`src/rtl/pmu2_pkg.sv`:
```
`timescale 1ns/1ps
package pmu2_pkg;

    localparam int CNT_W = 32;
    localparam int RD_W  = 40;

    localparam logic [2:0] ADR_SEL0 = 3'd0;
    localparam logic [2:0] ADR_SEL1 = 3'd1;
    localparam logic [2:0] ADR_CNT0 = 3'd2;
    localparam logic [2:0] ADR_CNT1 = 3'd3;
    localparam logic [2:0] ADR_OVF  = 3'd4;

    localparam logic [7:0] QUIET_CODE = 8'h2E;
    localparam logic [7:0] ALL_SUBS   = 8'hFF;

    typedef struct packed {
        logic [7:0] cmask;
        logic       inv;
        logic       run;
        logic [1:0] rsvd_hi;
        logic       pin_ctl;
        logic       edge_det;
        logic [1:0] rsvd_lo;
        logic [7:0] umask;
        logic [7:0] code;
    } sel_t;

    typedef enum logic { EDGE_LOW, EDGE_HIGH } edge_state_t;
    typedef enum logic { OVF_IDLE, OVF_PEND } ovf_state_t;

    function automatic logic code_allowed(input int idx, input logic [7:0] code);
        logic ok;
        unique case (code)
            8'hC1, 8'h10, 8'h14: ok = (idx == 0);
            8'h11, 8'h12, 8'h13: ok = (idx == 1);
            default:             ok = 1'b1;
        endcase
        return ok;
    endfunction

    function automatic logic is_quiet(input logic [7:0] code, input logic [7:0] umask);
        return (code == QUIET_CODE) && (umask == 8'h00);
    endfunction

endpackage

```
`src/rtl/pmu2_match.sv`:
```
`timescale 1ns/1ps
module pmu2_match
    import pmu2_pkg::*;
#(
    parameter int LANES = 4,
    parameter int OCC_W = 3,
    parameter int IDX   = 0,
    parameter int SUM_W = 6
) (
    input  logic [7:0]             sel_code,
    input  logic [7:0]             sel_umask,
    input  logic [LANES*8-1:0]     ev_code,
    input  logic [LANES*8-1:0]     ev_sub,
    input  logic [LANES*OCC_W-1:0] ev_occ,
    output logic [SUM_W-1:0]       raw
);

    logic permit;
    logic hit;

    always_comb begin
        permit = code_allowed(IDX, sel_code) && !is_quiet(sel_code, sel_umask);
        raw    = '0;
        hit    = 1'b0;
        for (int i = 0; i < LANES; i++) begin
            hit = (ev_code[i*8 +: 8] == sel_code) &&
                  ((sel_umask == ALL_SUBS) || ((ev_sub[i*8 +: 8] & sel_umask) != 8'h00));
            if (hit && permit) begin
                raw = raw + SUM_W'(ev_occ[i*OCC_W +: OCC_W]);
            end
        end
    end

endmodule

```
`src/rtl/pmu2_qual.sv`:
```
`timescale 1ns/1ps
module pmu2_qual
    import pmu2_pkg::*;
#(
    parameter int SUM_W = 6
) (
    input  logic             clk,
    input  logic             rst_n,
    input  logic [7:0]       cmask,
    input  logic             inv,
    input  logic             edge_det,
    input  logic [SUM_W-1:0] raw,
    output logic [SUM_W-1:0] inc
);

    localparam int CMP_W = (SUM_W > 8) ? SUM_W : 8;

    edge_state_t st_q, st_d;
    logic        cond;
    logic        fire;
    logic [CMP_W-1:0] raw_x;
    logic [CMP_W-1:0] thr_x;

    always_comb begin
        raw_x = CMP_W'(raw);
        thr_x = CMP_W'(cmask);
        if (cmask == 8'h00) begin
            cond = (raw != '0);
        end else if (inv) begin
            cond = (raw_x < thr_x);
        end else begin
            cond = (raw_x >= thr_x);
        end
    end

    always_comb begin
        unique case (st_q)
            EDGE_LOW:  st_d = cond ? EDGE_HIGH : EDGE_LOW;
            EDGE_HIGH: st_d = cond ? EDGE_HIGH : EDGE_LOW;
            default:   st_d = EDGE_LOW;
        endcase
    end

    always_ff @(posedge clk or negedge rst_n) begin
        if (!rst_n) begin
            st_q <= EDGE_LOW;
        end else begin
            st_q <= st_d;
        end
    end

    always_comb begin
        fire = edge_det ? (cond && (st_q == EDGE_LOW)) : cond;
        if ((cmask == 8'h00) && !edge_det) begin
            inc = raw;
        end else begin
            inc = SUM_W'(fire);
        end
    end

    p_unit_thresh_r7: assert property (@(posedge clk) disable iff (!rst_n)
        (cmask != 8'h00) |-> (inc <= SUM_W'(1)));

    p_edge_gap_r8: assert property (@(posedge clk) disable iff (!rst_n)
        (edge_det && inc != '0) |=>
        (!edge_det || !$stable(cmask) || !$stable(inv) || inc == '0));

endmodule

```
`src/rtl/pmu2_counter.sv`:
```
`timescale 1ns/1ps
module pmu2_counter
    import pmu2_pkg::*;
#(
    parameter int SUM_W = 6
) (
    input  logic             clk,
    input  logic             rst_n,
    input  logic             run,
    input  logic [SUM_W-1:0] inc,
    input  logic             wr_cnt,
    input  logic [CNT_W-1:0] wr_data,
    input  logic             clr_ovf,
    output logic [CNT_W-1:0] cnt,
    output logic             ovf
);

    logic [CNT_W:0] sum;
    logic           carry;
    ovf_state_t     st_q, st_d;

    always_comb begin
        sum   = {1'b0, cnt} + (CNT_W+1)'(inc);
        carry = run && !wr_cnt && sum[CNT_W];
    end

    always_ff @(posedge clk or negedge rst_n) begin
        if (!rst_n) begin
            cnt <= '0;
        end else if (wr_cnt) begin
            cnt <= wr_data;
        end else if (run) begin
            cnt <= sum[CNT_W-1:0];
        end
    end

    always_comb begin
        unique case (st_q)
            OVF_IDLE: st_d = carry ? OVF_PEND : OVF_IDLE;
            OVF_PEND: st_d = (clr_ovf && !carry) ? OVF_IDLE : OVF_PEND;
            default:  st_d = OVF_IDLE;
        endcase
    end

    always_ff @(posedge clk or negedge rst_n) begin
        if (!rst_n) begin
            st_q <= OVF_IDLE;
        end else begin
            st_q <= st_d;
        end
    end

    always_comb begin
        ovf = (st_q == OVF_PEND);
    end

    p_hold_stopped_r3: assert property (@(posedge clk) disable iff (!rst_n)
        (!run && !wr_cnt) |=> $stable(cnt));

    p_write_wins_r10: assert property (@(posedge clk) disable iff (!rst_n)
        wr_cnt |=> (cnt == $past(wr_data)));

    p_ovf_sticky_r9: assert property (@(posedge clk) disable iff (!rst_n)
        (ovf && !clr_ovf) |=> ovf);

    p_wrap_sets_r9: assert property (@(posedge clk) disable iff (!rst_n)
        (run && !wr_cnt && cnt == {CNT_W{1'b1}} && inc != '0) |=> ovf);

endmodule

```
`src/rtl/pmu2_top.sv`:
```
`timescale 1ns/1ps
module pmu2_top
    import pmu2_pkg::*;
#(
    parameter int LANES = 4,
    parameter int OCC_W = 3
) (
    input  logic                   clk,
    input  logic                   rst_n,
    input  logic                   wr_en,
    input  logic [2:0]             wr_addr,
    input  logic [31:0]            wr_data,
    input  logic [2:0]             rd_addr,
    output logic [39:0]            rd_data,
    input  logic [LANES*8-1:0]     ev_code,
    input  logic [LANES*8-1:0]     ev_sub,
    input  logic [LANES*OCC_W-1:0] ev_occ,
    output logic                   irq
);

    localparam int SUM_W = OCC_W + $clog2(LANES + 1);
    localparam int NCTR  = 2;
    localparam int EXT_W = RD_W - CNT_W;

    sel_t             sel_q  [NCTR];
    logic [CNT_W-1:0] cnt_w  [NCTR];
    logic [SUM_W-1:0] raw_w  [NCTR];
    logic [SUM_W-1:0] inc_w  [NCTR];
    logic [NCTR-1:0]  ovf_w;
    logic [NCTR-1:0]  wr_cnt;
    logic             run;

    assign run = sel_q[0].run;

    for (genvar k = 0; k < NCTR; k++) begin : g_ctr
        localparam logic [2:0] SEL_ADR = ADR_SEL0 + 3'(k);
        localparam logic [2:0] CNT_ADR = ADR_CNT0 + 3'(k);

        always_ff @(posedge clk or negedge rst_n) begin
            if (!rst_n) begin
                sel_q[k] <= '0;
            end else if (wr_en && wr_addr == SEL_ADR) begin
                sel_q[k] <= sel_t'(wr_data);
            end
        end

        assign wr_cnt[k] = wr_en && (wr_addr == CNT_ADR);

        pmu2_match #(
            .LANES (LANES),
            .OCC_W (OCC_W),
            .IDX   (k),
            .SUM_W (SUM_W)
        ) u_match (
            .sel_code  (sel_q[k].code),
            .sel_umask (sel_q[k].umask),
            .ev_code   (ev_code),
            .ev_sub    (ev_sub),
            .ev_occ    (ev_occ),
            .raw       (raw_w[k])
        );

        pmu2_qual #(
            .SUM_W (SUM_W)
        ) u_qual (
            .clk      (clk),
            .rst_n    (rst_n),
            .cmask    (sel_q[k].cmask),
            .inv      (sel_q[k].inv),
            .edge_det (sel_q[k].edge_det),
            .raw      (raw_w[k]),
            .inc      (inc_w[k])
        );

        pmu2_counter #(
            .SUM_W (SUM_W)
        ) u_cnt (
            .clk     (clk),
            .rst_n   (rst_n),
            .run     (run),
            .inc     (inc_w[k]),
            .wr_cnt  (wr_cnt[k]),
            .wr_data (wr_data),
            .clr_ovf (wr_en && (wr_addr == ADR_OVF) && wr_data[k]),
            .cnt     (cnt_w[k]),
            .ovf     (ovf_w[k])
        );

        p_quiet_holds_r5: assert property (@(posedge clk) disable iff (!rst_n)
            (is_quiet(sel_q[k].code, sel_q[k].umask) && !wr_cnt[k]) |=> $stable(cnt_w[k]));

        p_routing_r6: assert property (@(posedge clk) disable iff (!rst_n)
            (!code_allowed(k, sel_q[k].code) && !wr_cnt[k]) |=> $stable(cnt_w[k]));
    end

    always_comb begin
        unique case (rd_addr)
            ADR_SEL0: rd_data = {{EXT_W{1'b0}}, sel_q[0]};
            ADR_SEL1: rd_data = {{EXT_W{1'b0}}, sel_q[1]};
            ADR_CNT0: rd_data = {{EXT_W{cnt_w[0][CNT_W-1]}}, cnt_w[0]};
            ADR_CNT1: rd_data = {{EXT_W{cnt_w[1][CNT_W-1]}}, cnt_w[1]};
            ADR_OVF:  rd_data = {{(RD_W-NCTR){1'b0}}, ovf_w};
            default:  rd_data = '0;
        endcase
    end

    assign irq = |ovf_w;

    p_irq_follows_r9: assert property (@(posedge clk) disable iff (!rst_n)
        (irq && !(wr_en && wr_addr == ADR_OVF)) |=> irq);

endmodule

```
`config.mk`:
```
export PLATFORM = sky130hd
export DESIGN_NAME = pmu2_top
export DESIGN_NICKNAME = d
export VERILOG_FILES = /design/src/rtl/pmu2_pkg.sv /design/src/rtl/pmu2_match.sv /design/src/rtl/pmu2_qual.sv /design/src/rtl/pmu2_counter.sv /design/src/rtl/pmu2_top.sv
export SDC_FILE = /design/constraint.sdc
export NUM_CORES = 1
export LEC_CHECK = 0
export BUFFER_PORTS_ARGS = -buffer_cell sky130_fd_sc_hd__buf_2
export CORE_UTILIZATION = 42
export DETAILED_ROUTE_END_ITERATION = 8
export GPL_ROUTABILITY_DRIVEN = 0
export PLACE_DENSITY_LB_ADDON = 0.05
export SYNTH_ARGS = -nofsm -noshare
export SYNTH_HDL_FRONTEND = slang
export SYNTH_SLANG_ARGS = --single-unit
export TNS_END_PERCENT = 50
```
`constraint.sdc`:
```
create_clock -name clk -period 20.5 [get_ports clk]
set_input_delay 6.15 -clock clk [delete_from_list [all_inputs] [get_ports clk]]
set_output_delay 6.15 -clock clk [all_outputs]
set_load 0.01 [all_outputs]
```
==> reports/summary.txt, run 1 <==
outcome -> finished, final reports clean
PortBufs -> 157
clk sinks -> 132
crit path from -> ev_sub[4]
nature of the critical path startpoint -> primary input
Initial DRC Count -> 745
Resize count post-CTS -> 0
Slew HR -> 26.8%
Setup CP Type -> primary input to flip-flop
Slew @ Worst Pin -> 1.09 ns
post-synthesis area per instance -> 9.17 um^2
Synth Area in Simple Gates -> 18.5%
FF+latch count, synth -> 132
first-pass GRT wire length -> 50.4 mm
PnR worst setup slack -> 6.13 ns
cells on worst reg2reg path -> 40
Setup TNS -> 0 ns
CP max stage delay -> 0.74 ns
clk_skew -> 0.00853 ns
routed vias/inst -> 5.74
post-synthesis sequential area ratio -> 32.4%
Hold Vio Cnt, Final -> 0
DRC -> 0
Clock Path Buffers -> 2
Global Route Usage Sum -> 26.9%
Final min period -> 14.37 ns
flop-to-flop setup slack -> 11.16 ns
hold_buf cts -> 0
clk_lat worst skew -> 0.41 ns
initial core utilization -> 43.2%
Switching Share -> 35.1%
Max Cap Viol -> 0
Slowest cell on crit path -> a211oi_1
Synth Cell Area -> 10200 um^2
DP HPWL -> 23.9 mm
RR Startpoint -> sel_q[7]$_DFFE_PN0P_
net count reported at finish -> 1391
cell mode on critical path -> inv_1
Post-CTS Setup Inserts -> 0
initial antenna violation count -> 1
Area Growth Syn to Fin -> 14.6%
Critical Path End -> g_ctr[1].u_cnt.cnt[22]$_DFFE_PN0P_
die area -> 24900 um^2
worst IR drop on VDD -> 0.0574 mV
PwrDens -> 87.5 nW/um^2
ANT cells -> 0
fin. max-slew vios -> 0
Psw -> 359 uW
CP required -> 20.76 ns
Net Count, Synth -> 1282
Cell Area, Placed -> 11100 um^2
mux share of post-synthesis cell area -> 7.45%
total number of vias -> 8903
Post-synth EDFFs -> 0
CTS clock-pin slew for the worst setup and hold paths -> 0.06 ns
crit end category -> flip-flop
Die Wd -> 158 um
total internal power -> 664 uW
Max Fclk -> 0.0696 GHz
Post-DRT Antenna Nets -> 0
Cells after Synth -> 1113
Layout Utilization -> 49.5%
CTS root buf -> clkbuf_16
total wire length -> 32.6 mm
drt pass-1 iters -> 7
total grt overflow -> 0
Leak Pwr -> 0.00523 uW
Final Setup Violations -> 0
Logic pwr share -> 27.0%
Num CTS Buffers -> 17
RSZ-0062 raised after global routing -> no
TritonCTS clock tree -> done
Clk network pwr share -> 30.9%
largest net degree at the start of global routing -> 72
asr flop ratio synth -> 100%
Die Span Y -> 158 um
wire per inst -> 21.0 um
ys flop type -> dfrtp_1
Ys Warns -> 0
Min-Delay Path Class -> flip-flop to flip-flop
Flop pwr share -> 42.2%
Synth Area in XOR/XNOR -> 11.4%
vias in the first global route -> 8704
IO Pins -> 158
Arr. time, crit path -> 14.64 ns
library cells used by synthesis -> 75
r2r endpoint -> g_ctr[1].u_cnt.cnt[22]$_DFFE_PN0P_
H-tree levels -> 4
Rows -> 56
critical path peak fanout -> 4
share of layout cells above drive strength 1 -> 23.0%
adder-cell share of the synthesized area -> 6.97%
Compound-Gate Fraction of Synth Area -> 17.6%
largest family of logic cells by synthesized area -> simple AND/OR/NAND/NOR gates
core footprint -> 23600 um^2
worst slack, placed -> 5.86 ns
Tcrit/Tclk final -> 70.1%
final instance area -> 11700 um^2
## cell usage in the layout, fill, tap and decap left out, types with 13 or more instances in the layout
cell | Yosys | layout
buf_2 | 17 | 156
dfrtp_1 | 132 | 132
xor2_1 | 87 | 87
nand2_1 | 83 | 83
nor2_1 | 80 | 79
a21oi_1 | 55 | 55
o21ai_0 | 55 | 55
mux2_2 | 55 | 55
xnor2_1 | 44 | 44
inv_1 | 44 | 44
ha_1 | 44 | 44
a22oi_1 | 37 | 37
nand4_1 | 30 | 30
a22o_1 | 30 | 30
a221o_1 | 30 | 30
nand3_1 | 28 | 27
nor4_1 | 21 | 21
and3_1 | 18 | 18
clkbuf_16 | 0 | 17
and2_1 | 16 | 16
mux2i_1 | 14 | 14
a21o_1 | 13 | 13
nor2b_1 | 14 | 13
## sequential cells by signal, indices dropped and copies added, names as in the netlist
| name | count |
|---|---|
| g_ctr.u_cnt.cnt | 64 |
| g_ctr.u_cnt.ovf | 2 |
| g_ctr.u_qual.st_q | 2 |
| run | 1 |
| sel_q | 63 |
## stage by stage
step | hold WS, ns | total power (uW) | cells
floorplan | 0.461 | 607 | 1113
finish | 0.509 | 1020 | 1552
global placement | 0.490 | 706 | 1522
CTS | 0.509 | 1030 | 1552
global route | 0.525 | 1080 | 1552
detailed placement | 0.496 | 709 | 1522
## area by class of cell
cell class,instances,area (um^2)
Timing Repair Buffer,167,867
Tap cell,319,399
Clock buffer,22,484
Inverter,44,165
Sequential cell,132,3300
Clock inverter,8,125
Multi-Input combinational cell,860,6340
Fill cell,2311,11900
## cell usage after synthesis, drive strengths merged, types with 3 or more instances
cell	n	share of area (%)
or2	5	0.31
nand2	85	3.2
or3	4	0.25
nor2	82	3.1
mux2	55	6.1
dfrtp	132	32
and3	18	1.1
a22o	30	2.6
o211a	4	0.39
inv	44	1.6
o211ai	5	0.42
a21oi	55	2.7
nand2b	3	0.18
nor2b	14	0.86
a221o	31	3.1
and4	4	0.34
and3b	4	0.36
buf	38	2.5
nor3	14	0.83
xnor2	45	3.9
fa	8	1.6
o21a	5	0.37
nand3	28	1.4
a21o	13	0.96
nor4	28	2.3
mux2i	14	1.4
ha	44	5.4
nor4b	6	0.58
a22oi	37	2.7
and2	17	1.0
xor2	87	7.5
nand4	31	2.0
clkbuf	39	1.6
o21ai	55	2.7
## how the worst min path moves through the flow
| stage | cells after the start | slack [ns] | endpoint | start |
|---|---|---|---|---|
| final | 1 | 0.51 | sel_q[49]$_DFFE_PN0P_ | sel_q[49]$_DFFE_PN0P_ |
| after global routing | 1 | 0.53 | sel_q[16]$_DFFE_PN0P_ | sel_q[16]$_DFFE_PN0P_ |
| after CTS | 1 | 0.51 | sel_q[52]$_DFFE_PN0P_ | sel_q[52]$_DFFE_PN0P_ |
| after detailed placement | 1 | 0.50 | sel_q[52]$_DFFE_PN0P_ | sel_q[52]$_DFFE_PN0P_ |
| after global placement | 1 | 0.49 | sel_q[52]$_DFFE_PN0P_ | sel_q[52]$_DFFE_PN0P_ |
| after floorplan | 2 | 0.46 | g_ctr[0].u_cnt.ovf$_DFF_PN0_ | g_ctr[0].u_cnt.ovf$_DFF_PN0_ |
## critical path, delay by kind of cell
family	cells	cell delay, ns
adders and majority gates	7	2.35
and+or+nand+nor	12	2.13
buffers and inverters	6	0.48
xor gates and xnor gates	1	0.15
AOI/OAI and AO/OA	15	3.39
## power by group through the flow
| stage | Clock (uW) | Combinational [uW] | Sequential [uW] |
|---|---|---|---|
| floorplan | 0 | 242 | 365 |
| global placement | 0 | 272 | 434 |
| detailed placement | 0 | 275 | 434 |
| CTS | 321 | 277 | 429 |
| global route | 330 | 308 | 441 |
| finish | 316 | 276 | 431 |
## per-layer routing
layer | vias to the layer above | track usage, % | routed length (um)
li1 | 4249 | - | -
met4 | 2 | 8.09 | 674
met3 | 38 | 4.00 | 1700
met2 | 272 | 42.4 | 14900
met5 | - | 0 | 13
met1 | 4342 | 38.0 | 15300
## cell families (layout without fill, tap and decap cells)
logic type,Yosys count,in the layout
and+or+nand+nor,351,351
DFF,132,132
muxes,69,69
adders and majority gates,52,52
AOI/OAI and AO/OA,256,256
buffers and inverters,121,241
xor gates and xnor gates,132,132
Note: power is estimated with default switching activity, not from simulation.
==> inputs of run 2 (changes only) <==
==> constraint.sdc (replaced) <==
create_clock -name clk -period 11.6 [get_ports clk]
set_input_delay 3.48 -clock clk [delete_from_list [all_inputs] [get_ports clk]]
set_output_delay 3.48 -clock clk [all_outputs]
set_load 0.01 [all_outputs]
==> reports/summary.txt, run 2 (same netlist as run 1, synthesis figures left out) <==
outcome -> finished, final reports clean
net count reported at finish -> 1402
H-tree levels -> 4
Leak Pwr -> 0.00525 uW
Switching Share -> 36.5%
CTS clock-pin slew for the worst setup and hold paths -> 0.06 ns
clk sinks -> 132
share of layout cells above drive strength 1 -> 23.7%
drt pass-1 iters -> 6
PortBufs -> 157
initial core utilization -> 43.2%
worst IR drop on VDD -> 0.102 mV
DRC -> 0
RR Startpoint -> sel_q[7]$_DFFE_PN0P_
Num CTS Buffers -> 17
IO Pins -> 158
total number of vias -> 8930
total internal power -> 1110 uW
Min-Delay Path Class -> flip-flop to flip-flop
crit end category -> flip-flop
CP required -> 11.87 ns
Rows -> 56
Logic pwr share -> 27.9%
largest net degree at the start of global routing -> 68
DP HPWL -> 23.8 mm
Slowest cell on crit path -> fa_1
Global Route Usage Sum -> 26.7%
r2r endpoint -> g_ctr[1].u_cnt.cnt[22]$_DFFE_PN0P_
most common cell after layout, fill and taps aside -> buf_2
routed vias/inst -> 5.71
wire per inst -> 20.6 um
RSZ-0062 raised after global routing -> no
Hold Vio Cnt, Final -> 0
Initial DRC Count -> 679
Clk network pwr share -> 28.5%
Slew HR -> 23.6%
Die Span Y -> 158 um
initial antenna violation count -> 1
Flop pwr share -> 43.5%
Finished Layout Cells -> 1564
top flop regs -> g_ctr.u_cnt.cnt x64, sel_q x63
vias in the first global route -> 8735
first-pass GRT wire length -> 50.0 mm
Max Fclk -> 0.0914 GHz
total wire length -> 32.3 mm
number of flip-flops in the largest register -> 64
Final min period -> 10.94 ns
Min-Delay Startpoint -> sel_q[48]$_DFFE_PN0P_
clk_skew -> 0.00802 ns
Post-CTS Setup Inserts -> 0
TritonCTS clock tree -> done
die area -> 24900 um^2
nature of the critical path startpoint -> primary input
Setup CP Type -> primary input to flip-flop
Largest Register -> g_ctr.u_cnt.cnt
flop-to-flop setup slack -> 2.97 ns
Arr. time, crit path -> 11.20 ns
Post-DRT Antenna Nets -> 0
core footprint -> 23600 um^2
fin. max-slew vios -> 0
Area Growth Syn to Fin -> 14.7%
Hold EP -> sel_q[48]$_DFFE_PN0P_
Max Cap Viol -> 0
post-placement cell count -> 1533
Slew @ Worst Pin -> 1.15 ns
cell mode on critical path -> inv_1
critical path peak fanout -> 4
total grt overflow -> 0
Final Setup Violations -> 0
CP max stage delay -> 0.46 ns
Setup TNS -> 0 ns
clk_lat worst skew -> 0.42 ns
most frequent cells in the layout -> buf_2 (156), dfrtp_1 (132), xor2_1 (87)
Psw -> 638 uW
Clock Path Buffers -> 2
PwrDens -> 150 nW/um^2
CTS root buf -> clkbuf_16
Tcrit/Tclk final -> 94.3%
Die Wd -> 158 um
cells on worst reg2reg path -> 40
Hold Path Depth -> 1
[run 2: cell types whose count changed in the layout (fill, tap and decap cells not counted)]
cell / before / now
clkinvlp_4: 1 / 3
clkinv_4: 2 / 1
clkbuf_8: 4 / 1
clkinv_2: 2 / 5
bufinv_16: 3 / 1
nor2b_4: 0 / 1
nor2b_1: 13 / 12
buf_4: 10 / 21
diode_2: 0 / 1
clkbuf_1: 1 / 2
[run 2: what timing repair did]
action                                 4_1_cts  5_1_grt
hold buffers                                 0        0
setup endpoints to repair                    0        4
gates resized for setup                      0        2
endpoints found under the hold margin        0        0
[run 2: metal layers]
metal	routed length [um]	GRT usage, %	up-vias	part of all wire, %
met1	15300	37.3	4356	47
met3	1600	4.11	34	5.0
li1	-	-	4272	-
met2	14900	42.8	266	46
met4	461	7.17	2	1.4
met5	11	0	-	0.034
[run 2: cell type report]
cell class | count | area [um^2]
Clock buffer | 20 | 447
Timing Repair Buffer | 178 | 950
Multi-Input combinational cell | 860 | 6350
Tap cell | 319 | 399
Sequential cell | 132 | 3300
Inverter | 44 | 165
Antenna cell | 1 | 2.50
Fill cell | 2343 | 11900
Clock inverter | 10 | 86.3
[run 2: through the flow]
step           hold WS [ns]  util [%]  setup WS [ns]  power (uW)  cell area, um^2
2_1_floorplan         0.461         -           1.22        1070            10200
3_5_place_dp          0.496      47.3          0.181        1250            11200
4_1_cts               0.509      49.5          0.560        1750            11700
3_3_place_gp          0.489      47.3          0.344        1250            11200
6_report              0.506      49.6          0.664        1750            11700
5_1_grt               0.526      49.6         0.0166        1860            11700
[run 2: power by group through the flow]
stage	Sequential (uW)	Combinational, uW	Clock [uW]
2_1_floorplan	645	428	0
3_3_place_gp	766	481	0
3_5_place_dp	766	488	0
4_1_cts	758	490	506
5_1_grt	780	551	524
6_report	762	489	499
[run 2: worst max path at each step]
stage / from / to / slack [ns] / cells past startpoint
after floorplan: ev_sub[4] / g_ctr[1].u_cnt.cnt[22]$_DFFE_PN0P_ / 1.22 / 40
after global placement: ev_sub[4] / g_ctr[1].u_cnt.cnt[22]$_DFFE_PN0P_ / 0.34 / 41
after detailed placement: ev_sub[4] / g_ctr[1].u_cnt.cnt[22]$_DFFE_PN0P_ / 0.18 / 41
after CTS: ev_sub[4] / g_ctr[1].u_cnt.cnt[22]$_DFFE_PN0P_ / 0.56 / 41
after global routing: ev_sub[4] / g_ctr[1].u_cnt.cnt[22]$_DFFE_PN0P_ / 0.02 / 41
final: ev_sub[1] / g_ctr[1].u_cnt.cnt[22]$_DFFE_PN0P_ / 0.66 / 41
[run 2: worst max-delay path, delay by kind of cell]
family,cells,cell delay [ns]
AO/OA/AOI/OAI,15,2.82
XOR/XNOR,1,0.14
adder cells (fa/ha/maj),7,2.33
buffers and inverters,6,0.44
AND/OR/NAND/NOR,12,1.98
